File: config.mk
export PLATFORM = sky130hd
export DESIGN_NAME = prbs_pattern_gen
export DESIGN_NICKNAME = d
export VERILOG_FILES = /design/src/rtl/prbs_gen_pkg.sv /design/src/rtl/pattern_shift_core.sv /design/src/rtl/err_injector.sv /design/src/rtl/prbs_pattern_gen.sv
export SDC_FILE = /design/constraint.sdc
export NUM_CORES = 1
export LEC_CHECK = 0
export CAP_MARGIN = 0
export CORE_MARGIN = 4
export CORE_UTILIZATION = 47
export DETAILED_ROUTE_END_ITERATION = 12
export PLACE_DENSITY = 0.69
export SETUP_SLACK_MARGIN = 0.02
export SYNTH_ARGS = -nofsm -noshare
export SYNTH_HDL_FRONTEND = slang
export SYNTH_SLANG_ARGS = --single-unit
export TNS_END_PERCENT = 20
File: constraint.sdc
create_clock -name clk -period 9.36 [get_ports clk]
set_input_delay 1.872 -clock clk [delete_from_list [all_inputs] [get_ports clk]]
set_output_delay 1.872 -clock clk [all_outputs]
set_load 0.03 [all_outputs]
File: src/rtl/prbs_gen_pkg.sv
package prbs_gen_pkg;

    typedef enum logic {
        MODE_PRBS   = 1'b0,
        MODE_REPEAT = 1'b1
    } pat_mode_e;

    // 10 raised to k, k limited to 0..9 (fixed loop bound for synthesis)
    function automatic logic [31:0] pow10(input int k);
        logic [31:0] r;
        r = 32'd1;
        for (int j = 0; j < 9; j++) begin
            if (j < k) r = r * 32'd10;
        end
        return r;
    endfunction

endpackage

File: src/rtl/pattern_shift_core.sv
module pattern_shift_core
    import prbs_gen_pkg::*;
#(
    parameter int W  = 32,
    parameter int LW = $clog2(W)
) (
    input  logic          clk,
    input  logic          rst_n,
    input  logic          step_i,
    input  logic          load_i,
    input  pat_mode_e     mode_i,
    input  logic [LW-1:0] len_m1_i,
    input  logic [LW-1:0] tap_i,
    input  logic [W-1:0]  seed_i,
    output logic          head_o
);

    typedef struct packed {
        logic [W-1:0] sr;
    } core_state_t;

    core_state_t s_d, s_q;
    logic [W-1:0] mask;
    logic         fb;

    always_comb begin
        for (int i = 0; i < W; i++) begin
            mask[i] = (LW'(i) <= len_m1_i);
        end
        head_o = s_q.sr[len_m1_i];
        fb     = (mode_i == MODE_REPEAT) ? head_o : (head_o ^ s_q.sr[tap_i]);
        s_d    = s_q;
        if (load_i) begin
            s_d.sr = seed_i & mask;
            if ((mode_i == MODE_PRBS) && (s_d.sr == '0)) begin
                s_d.sr = {{(W-1){1'b0}}, 1'b1};
            end
        end else if (step_i) begin
            s_d.sr = {s_q.sr[W-2:0], fb};
        end
    end

    always_ff @(posedge clk) begin
        if (!rst_n) s_q <= '0;
        else        s_q <= s_d;
    end

    // a pseudorandom load never leaves the active stages all zero
    assert_seed_nonzero_R5: assert property (@(posedge clk) disable iff (!rst_n)
        (load_i && mode_i == MODE_PRBS) |=> ((s_q.sr & $past(mask)) != '0));

    // rotation in repetitive mode keeps the number of ones in the word
    assert_rotate_keeps_ones_R3: assert property (@(posedge clk) disable iff (!rst_n)
        (step_i && !load_i && mode_i == MODE_REPEAT)
        |=> ($countones(s_q.sr & $past(mask)) == $past($countones(s_q.sr & mask))));

endmodule

File: src/rtl/err_injector.sv
module err_injector
    import prbs_gen_pkg::*;
#(
    parameter int MAX_RATE = 7,
    parameter int RW       = $clog2(MAX_RATE + 1),
    parameter int CW       = $clog2(pow10(MAX_RATE))
) (
    input  logic          clk,
    input  logic          rst_n,
    input  logic          step_i,
    input  logic          clear_i,
    input  logic [RW-1:0] rate_i,
    input  logic          req_i,
    output logic          flip_o
);

    typedef struct packed {
        logic [CW-1:0] cnt;
        logic          pend;
    } inj_state_t;

    inj_state_t    s_d, s_q;
    logic [CW-1:0] lim;
    logic          auto_hit;

    always_comb begin
        lim      = CW'(pow10(int'(rate_i)));
        auto_hit = (rate_i != '0) && (s_q.cnt >= lim - CW'(1));
        flip_o   = auto_hit | s_q.pend;
        s_d      = s_q;
        s_d.pend = req_i | (s_q.pend & ~step_i);
        if (step_i) begin
            s_d.cnt = auto_hit ? '0 : s_q.cnt + CW'(1);
        end
        if (clear_i || rate_i == '0) begin
            s_d.cnt = '0;
        end
    end

    always_ff @(posedge clk) begin
        if (!rst_n) s_q <= '0;
        else        s_q <= s_d;
    end

    // an enabled bit consumes the pending request unless a new one arrives
    assert_req_consumed_R9: assert property (@(posedge clk) disable iff (!rst_n)
        (step_i && !req_i) |=> !s_q.pend);

    // after an automatic error the interval count restarts
    assert_rate_restart_R8: assert property (@(posedge clk) disable iff (!rst_n)
        (step_i && auto_hit) |=> (s_q.cnt == '0));

endmodule

File: src/rtl/prbs_pattern_gen.sv
module prbs_pattern_gen
    import prbs_gen_pkg::*;
#(
    parameter int W        = 32,
    parameter int LW       = $clog2(W),
    parameter int MAX_RATE = 7,
    parameter int RW       = $clog2(MAX_RATE + 1)
) (
    input  logic          clk,
    input  logic          rst_n,
    input  logic          clk_en,
    input  logic          reload,
    input  logic          cfg_repeat,
    input  logic [LW-1:0] cfg_len_m1,
    input  logic [LW-1:0] cfg_tap,
    input  logic [W-1:0]  cfg_seed,
    input  logic [RW-1:0] cfg_rate,
    input  logic          cfg_invert,
    input  logic          err_req,
    output logic          tx_data
);

    typedef struct packed {
        logic rl1;
        logic rl2;
        logic tx;
    } top_state_t;

    top_state_t s_d, s_q;
    logic       load_pulse;
    logic       head;
    logic       flip;
    pat_mode_e  mode;

    assign mode    = pat_mode_e'(cfg_repeat);
    assign tx_data = s_q.tx;

    pattern_shift_core #(.W(W), .LW(LW)) u_core (
        .clk      (clk),
        .rst_n    (rst_n),
        .step_i   (clk_en),
        .load_i   (load_pulse),
        .mode_i   (mode),
        .len_m1_i (cfg_len_m1),
        .tap_i    (cfg_tap),
        .seed_i   (cfg_seed),
        .head_o   (head)
    );

    err_injector #(.MAX_RATE(MAX_RATE), .RW(RW)) u_inj (
        .clk     (clk),
        .rst_n   (rst_n),
        .step_i  (clk_en),
        .clear_i (load_pulse),
        .rate_i  (cfg_rate),
        .req_i   (err_req),
        .flip_o  (flip)
    );

    always_comb begin
        load_pulse = s_q.rl1 & ~s_q.rl2;
        s_d        = s_q;
        s_d.rl1    = reload;
        s_d.rl2    = s_q.rl1;
        if (clk_en) begin
            s_d.tx = head ^ cfg_invert ^ flip;
        end
    end

    always_ff @(posedge clk) begin
        if (!rst_n) s_q <= '0;
        else        s_q <= s_d;
    end

    // a gapped clock leaves the line unchanged
    assert_gap_hold_R6: assert property (@(posedge clk) disable iff (!rst_n)
        !clk_en |=> $stable(tx_data));

    // without an error the line carries the pattern bit, inverted on request
    assert_clean_bit_R7: assert property (@(posedge clk) disable iff (!rst_n)
        (clk_en && !flip) |=> (tx_data == $past(head ^ cfg_invert)));

endmodule

Word-level counts from Yosys, hierarchy flattened. Index checks and enable logic that the tools add are counted.

Bits of input ports: 52. Logic and storage cells: 92. Flip-flop bits (word level): 60. Output and inout bits: 1.

Reductions and logical operators: 8. Multiplexer cells: 16. Multipliers: 6. Magnitude comparators: 42. Bitwise operators: 12. Add/sub/neg operators: 2.

Operators with widths (count): two-way mux 32 bit (8); multiplier 32 x 3 -> 31 bit, second input constant (4); <= comparator 5 bit, first input constant (16); two-way mux 24 bit (2); <= comparator 4 x 5 -> 1 bit, first input constant (8); AND 32 bit (1); logical NOT 32 bit (1); multiplier 32 x 3 -> 23 bit, second input constant (1); adder 24 x 1 -> 24 bit, second input constant (1); greater-or-equal comparator 24 bit (1); subtractor 24 x 1 -> 24 bit, second input constant (1); <= comparator 3 x 5 -> 1 bit, first input constant (4); < comparator 5 x 6 -> 1 bit, second input constant (2); binary-select mux 1 bit (select 5 bit) (2); <= comparator 1 x 5 -> 1 bit, first input constant (2); <= comparator 2 x 5 -> 1 bit, first input constant (2); < comparator 3 bit, first input constant (3); multiplier 4 x 3 -> 7 bit, second input constant (1); < comparator 1 x 3 -> 1 bit, first input constant (2); < comparator 2 x 3 -> 1 bit, first input constant (2); two-way mux 4 bit (1); NOT 1 bit (4); logical NOT 3 bit (1); two-way mux 1 bit (3); other kinds (8) (13).

Longest topological paths before layout.
Depth in word-level cells: 19. Gate-level depth with buffers: 39. Gate-level depth less buffers: 36.

Modules after synthesis. A second synthesis with hierarchy kept.

Cells, all modules: 860. Area, all modules: 7060.5 µm².

Modules (own cells, without submodules): err_injector (instances 1, area an instance 4335.4 µm², cells an instance 559); pattern_shift_core (instances 1, area an instance 2608.8 µm², cells an instance 290); prbs_pattern_gen (instances 1, area an instance 116.4 µm², cells an instance 11).

Worst setup path before layout. OpenSTA, ideal clock, no wires.

Path kind: input to register. Start: in cfg_rate[1]. End: reg u_inj.s_q[10] (netlist name). Cell stages on the path: 37. Setup slack: 0.437 ns. Setup time: 0.132 ns. Arrival: 8.791 ns. Required time: 9.228 ns. Buffers on the path: 3. Path through: clkbuf_1 > and2_1 > nor2_1 > buf_1 > inv_2 > ha_1 > o21a_1 > ha_1 > ha_1 > a2111oi_0 > o21ai_1 > a21oi_1 > nor3b_1 > a31oi_1 > inv_1 > ha_1 > ha_1 > and2_1 > o221ai_1 > nand2_1 > xor2_1 > a21o_1 > ha_1 > ha_1 > ha_1 > a211oi_1 > a31oi_1 > o21a_1 > ha_1 > nand4_1 > nor3_1 > o21ai_1 > a21oi_1 > o2111ai_1 > a21oi_1 > clkbuf_1 > nor3_1.

Word-level cells in the longest chain between the ends: 18. Elaborated cells between the ends (all ways): 28.

RTL lines: start: declaration (RTL line prbs_pattern_gen.sv:17) `input logic [RW-1:0] cfg_rate,`; < comparator 1 x 3 -> 1 bit (RTL line prbs_gen_pkg.sv:13) `if (j < k) r = r * 32'd10;`; two-way mux 4 bit (RTL line prbs_gen_pkg.sv:13); multiplier 4 x 3 -> 7 bit (RTL line prbs_gen_pkg.sv:13); two-way mux 32 bit (RTL line prbs_gen_pkg.sv:13); multiplier 32 x 3 -> 31 bit (RTL line prbs_gen_pkg.sv:13); two-way mux 32 bit (RTL line prbs_gen_pkg.sv:13); multiplier 32 x 3 -> 31 bit (RTL line prbs_gen_pkg.sv:13); two-way mux 32 bit (RTL line prbs_gen_pkg.sv:13); [2 not listed]; multiplier 32 x 3 -> 31 bit (RTL line prbs_gen_pkg.sv:13); two-way mux 32 bit (RTL line prbs_gen_pkg.sv:13); multiplier 32 x 3 -> 23 bit (RTL line prbs_gen_pkg.sv:13); two-way mux 24 bit (RTL line prbs_gen_pkg.sv:13); subtractor 24 x 1 -> 24 bit (RTL line err_injector.sv:28) `auto_hit = (rate_i != '0) && (s_q.cnt >= lim - CW'(1));`; greater-or-equal comparator 24 bit (RTL line err_injector.sv:28); logical AND 1 bit (RTL line err_injector.sv:28); two-way mux 24 bit (RTL line err_injector.sv:33) `s_d.cnt = auto_hit ? '0 : s_q.cnt + CW'(1);`; end signal: assignment (RTL line err_injector.sv:41) `if (!rst_n) s_q <= '0;`; end signal: assignment (RTL line err_injector.sv:42) `else s_q <= s_d;`; end: declaration (RTL line err_injector.sv:22) `inj_state_t s_d, s_q;`.

Several ways; a longest one is shown, not always the timed one. A chain may end at the register's enable or synchronous reset.

Worst setup path in the final report.
Start: in cfg_rate[1]. End: reg s_q, in the netlist tx_data.

Word-level cells in the longest chain between the ends: 19. Elaborated cells between the ends (all ways): 26.

RTL lines: < comparator 1 x 3 -> 1 bit (RTL line prbs_gen_pkg.sv:13); two-way mux 4 bit (RTL line prbs_gen_pkg.sv:13); multiplier 4 x 3 -> 7 bit (RTL line prbs_gen_pkg.sv:13); two-way mux 32 bit (RTL line prbs_gen_pkg.sv:13); multiplier 32 x 3 -> 31 bit (RTL line prbs_gen_pkg.sv:13); two-way mux 32 bit (RTL line prbs_gen_pkg.sv:13); multiplier 32 x 3 -> 31 bit (RTL line prbs_gen_pkg.sv:13); two-way mux 32 bit (RTL line prbs_gen_pkg.sv:13); [3 not listed]; two-way mux 32 bit (RTL line prbs_gen_pkg.sv:13); multiplier 32 x 3 -> 23 bit (RTL line prbs_gen_pkg.sv:13); two-way mux 24 bit (RTL line prbs_gen_pkg.sv:13); subtractor 24 x 1 -> 24 bit (RTL line err_injector.sv:28); greater-or-equal comparator 24 bit (RTL line err_injector.sv:28); logical AND 1 bit (*) (RTL line err_injector.sv:28); OR 1 bit (*) (RTL line err_injector.sv:29) `flip_o = auto_hit | s_q.pend;`; XOR 1 bit (*) (RTL line prbs_pattern_gen.sv:66) `s_d.tx = head ^ cfg_invert ^ flip;`; end signal: assignment (RTL line prbs_pattern_gen.sv:71) `if (!rst_n) s_q <= '0;`; end signal: assignment (RTL line prbs_pattern_gen.sv:72) `else s_q <= s_d;`; end: declaration (RTL line prbs_pattern_gen.sv:29) `top_state_t s_d, s_q;`.

Mark *: on every way between the ends. The rest lies on a longest branch, timed or not.

==> results.yml <==
floorplan:
  fp-row-count: 44
  die_height_um: 130
  dieArea_sq_um: 16800
  core_sq_um: 14500
  num_io_pins: 53
  die_x_um: 130
  start_util: 0.479
setup_path:
  reg2reg_slack_ns: 7.05
  critPathSlowestCell: "clkdlybuf4s50_1"
  path_common_cell: "ha_1"
  critPathArrivalTime_ns: 9.13
  required_ns: 9.59
  crit_cells: 35
  critPathMaxStageDelay_ns: 0.42
  critPathCaptureType: "flop"
  r2r_end: "tx_data"
  crit_type: "in2reg"
  r2r-start: "u_inj.s_q[18]"
  critPathBufInv: 5
  start_kind: "input pin"
  critPathMaxFanout: 14
  worst-r2r-cell-count: 9
  cp_top_family: "compound AO/OA/AOI/OAI gates"
pwr:
  ir_drop_v: 0.0000781
  cellPowerDensity_nw_per_um2: 128
  leakagePower_uw: 0.00351
  power_uw: 1030
final_layout:
  antenna_cells: 0
  nNetsFinal: 1072
  fin_cells: 1093
  syn_to_final_growth_pct: 16.2
  final_common_cell: "ha_1"
  final_area_sq_um: 8060
  final_layout_size_suffix_gt1_frac: 0.102
  final_cell_mix: "112 x ha_1, 73 x nor2_1, 60 x dfxtp_1"
detailed_routing:
  wl_um: 18200
  routed_via_density: 5.93
  vias: 6477
  drt_iter0_drc: 312
  routedWlPerCell_um: 16.6
  ant_nets: 0
  first_pass_iters: 5
  drc: 0
synth:
  ys_seq_area_frac: 0.173
  ys_ff_latch: 60
  synthFlopType: "dfxtp_1"
  async_reset_ff_frac: 0
  synth_cell_types: 67
  synth_edf_count: 0
  yosysWarnings: 0
  syn_area_per_cell_sq_um: 8.10
  syn_area_sq_um: 6940
  syn-instance-count: 857
place:
  io_buffers: 52
  placed_area_sq_um: 7730
  dp_hpwl_um: 13900
  gp_routability_congestion: 0.888
  placed_cells: 1078
cts:
  numCtsBuffers: 9
  insertion_delay_ns: 0.34
  clk_pin_slew_ns: 0.05
  cts_tree: "done"
  clk_path_buf_depth: 2
  cts_max_level: 3
  clock-sinks: 60
  root_buffer: "clkbuf_16"
min_path:
  min_path_cells: 1
  hp-start: "s_d[1]"
  hold_end: "s_q[1]"
  worstHoldPathType: "reg2reg"
timing:
  final-max-slew-violation-count: 0
  setup_violations: 0
  rsz0062_at_grt: "true"
  max_freq_mhz: 112
  fin_crit_sh: 0.950
  finClkSkew_ns: 0.00606
  hold_violations: 0
  fin_crit_ns: 8.90
  slew_headroom: 0.305
  setup_tns_ns: 0
  fin_hold_ws_ns: 0.487
  worst_slew_pin_slew_ns: 1.04
grt:
  grt_pass1_vias: 6336
  grt_pass1_wl_um: 30400
  grt_max_degree: 52
  overflow: 0
  grt_use_total: 0.223
  grt_antenna_before_repair: 0
job:
  max-cap-violations: 0
outcome:
  status: "finished clean"
==> registers in the layout (all words and copies together), names as in the netlist <==
register    cells
u_inj.s_q      25
u_core.s_q     32
s_q             1
s_d             1
tx_data         1
==> worst register-to-register path, delay by kind of cell (launching register included) <==
family	cells	cell delay (ns)
buffers and inverters	1	0.18
AOI/OAI and AO/OA	5	1.16
and+or+nand+nor	2	0.14
adders and majority gates	1	0.29
DFF	1	0.43
==> power breakdown <==
part	internal, uW	switching, uW
combinational	195	233
sequential	265	8.94
clock	211	120
total	671	362
==> synth_stat cells (21+ instances only) <==
cell,number,share of area
ha_1,112,0.20
xnor2_1,26,0.033
nor3_1,45,0.032
dfxtp_1,60,0.17
o21ai_0,21,0.015
nor2b_1,21,0.019
clkbuf_1,35,0.019
nor2_1,74,0.040
nand2_1,52,0.028
inv_1,26,0.014
a211oi_1,36,0.039
o21ai_1,27,0.019
a21oi_1,55,0.040
==> metrics by stage <==
step,utilization,setup WS (ns)
3_5_place_dp,0.534,-0.0507
6_report,0.557,0.463
2_1_floorplan,-,0.437
3_3_place_gp,0.534,0.138
4_1_cts,0.554,0.243
5_1_grt,0.557,-0.00718
==> worst max path at each step <==
stage,from,slack [ns],endpoint
3_3_place_gp,cfg_rate[0],0.14,tx_data
5_1_grt,cfg_rate[1],-0.007,u_inj.s_q[6]
2_1_floorplan,cfg_rate[1],0.44,u_inj.s_q[10]
3_5_place_dp,cfg_rate[0],-0.05,u_inj.s_q[7]
6_report,cfg_rate[1],0.46,tx_data
4_1_cts,cfg_rate[0],0.24,u_inj.s_q[24]
==> kinds of logic after synthesis <==
group,Yosys count,synth area share
buffers and inverters,93,0.0521
multiplexers,43,0.0961
AO/OA/AOI/OAI,237,0.229
flip-flops,60,0.173
AND/OR/NAND/NOR,261,0.180
adder cells (fa/ha/maj),117,0.213
other,2,0.00108
XOR/XNOR,44,0.0555
==> repair_timing <==
item | 4_1_cts | 5_1_grt
setup endpoints to repair | 0 | 25
buffers inserted | 0 | 0
gates resized for setup | 0 | 9
hold buffers | 0 | 0
==> final cells by class <==
cell class,instances,area [sq um]
repair buffers,82,744
flip-flops and latches,60,1200
inverters,42,158
fillers,1382,6410
clock buffers,11,243
well taps,184,230
multi-input cells,710,5440
clock inverters,4,50.0
==> routing by layer <==
layer	up-vias	track usage	part of all wire
li1	3282	-	-
met1	2993	0.280	0.45
met2	163	0.387	0.48
met3	39	0.0359	0.044
met4	0	0.0807	0.028
met5	-	0	0
Note: power is estimated with default switching activity, not from simulation.
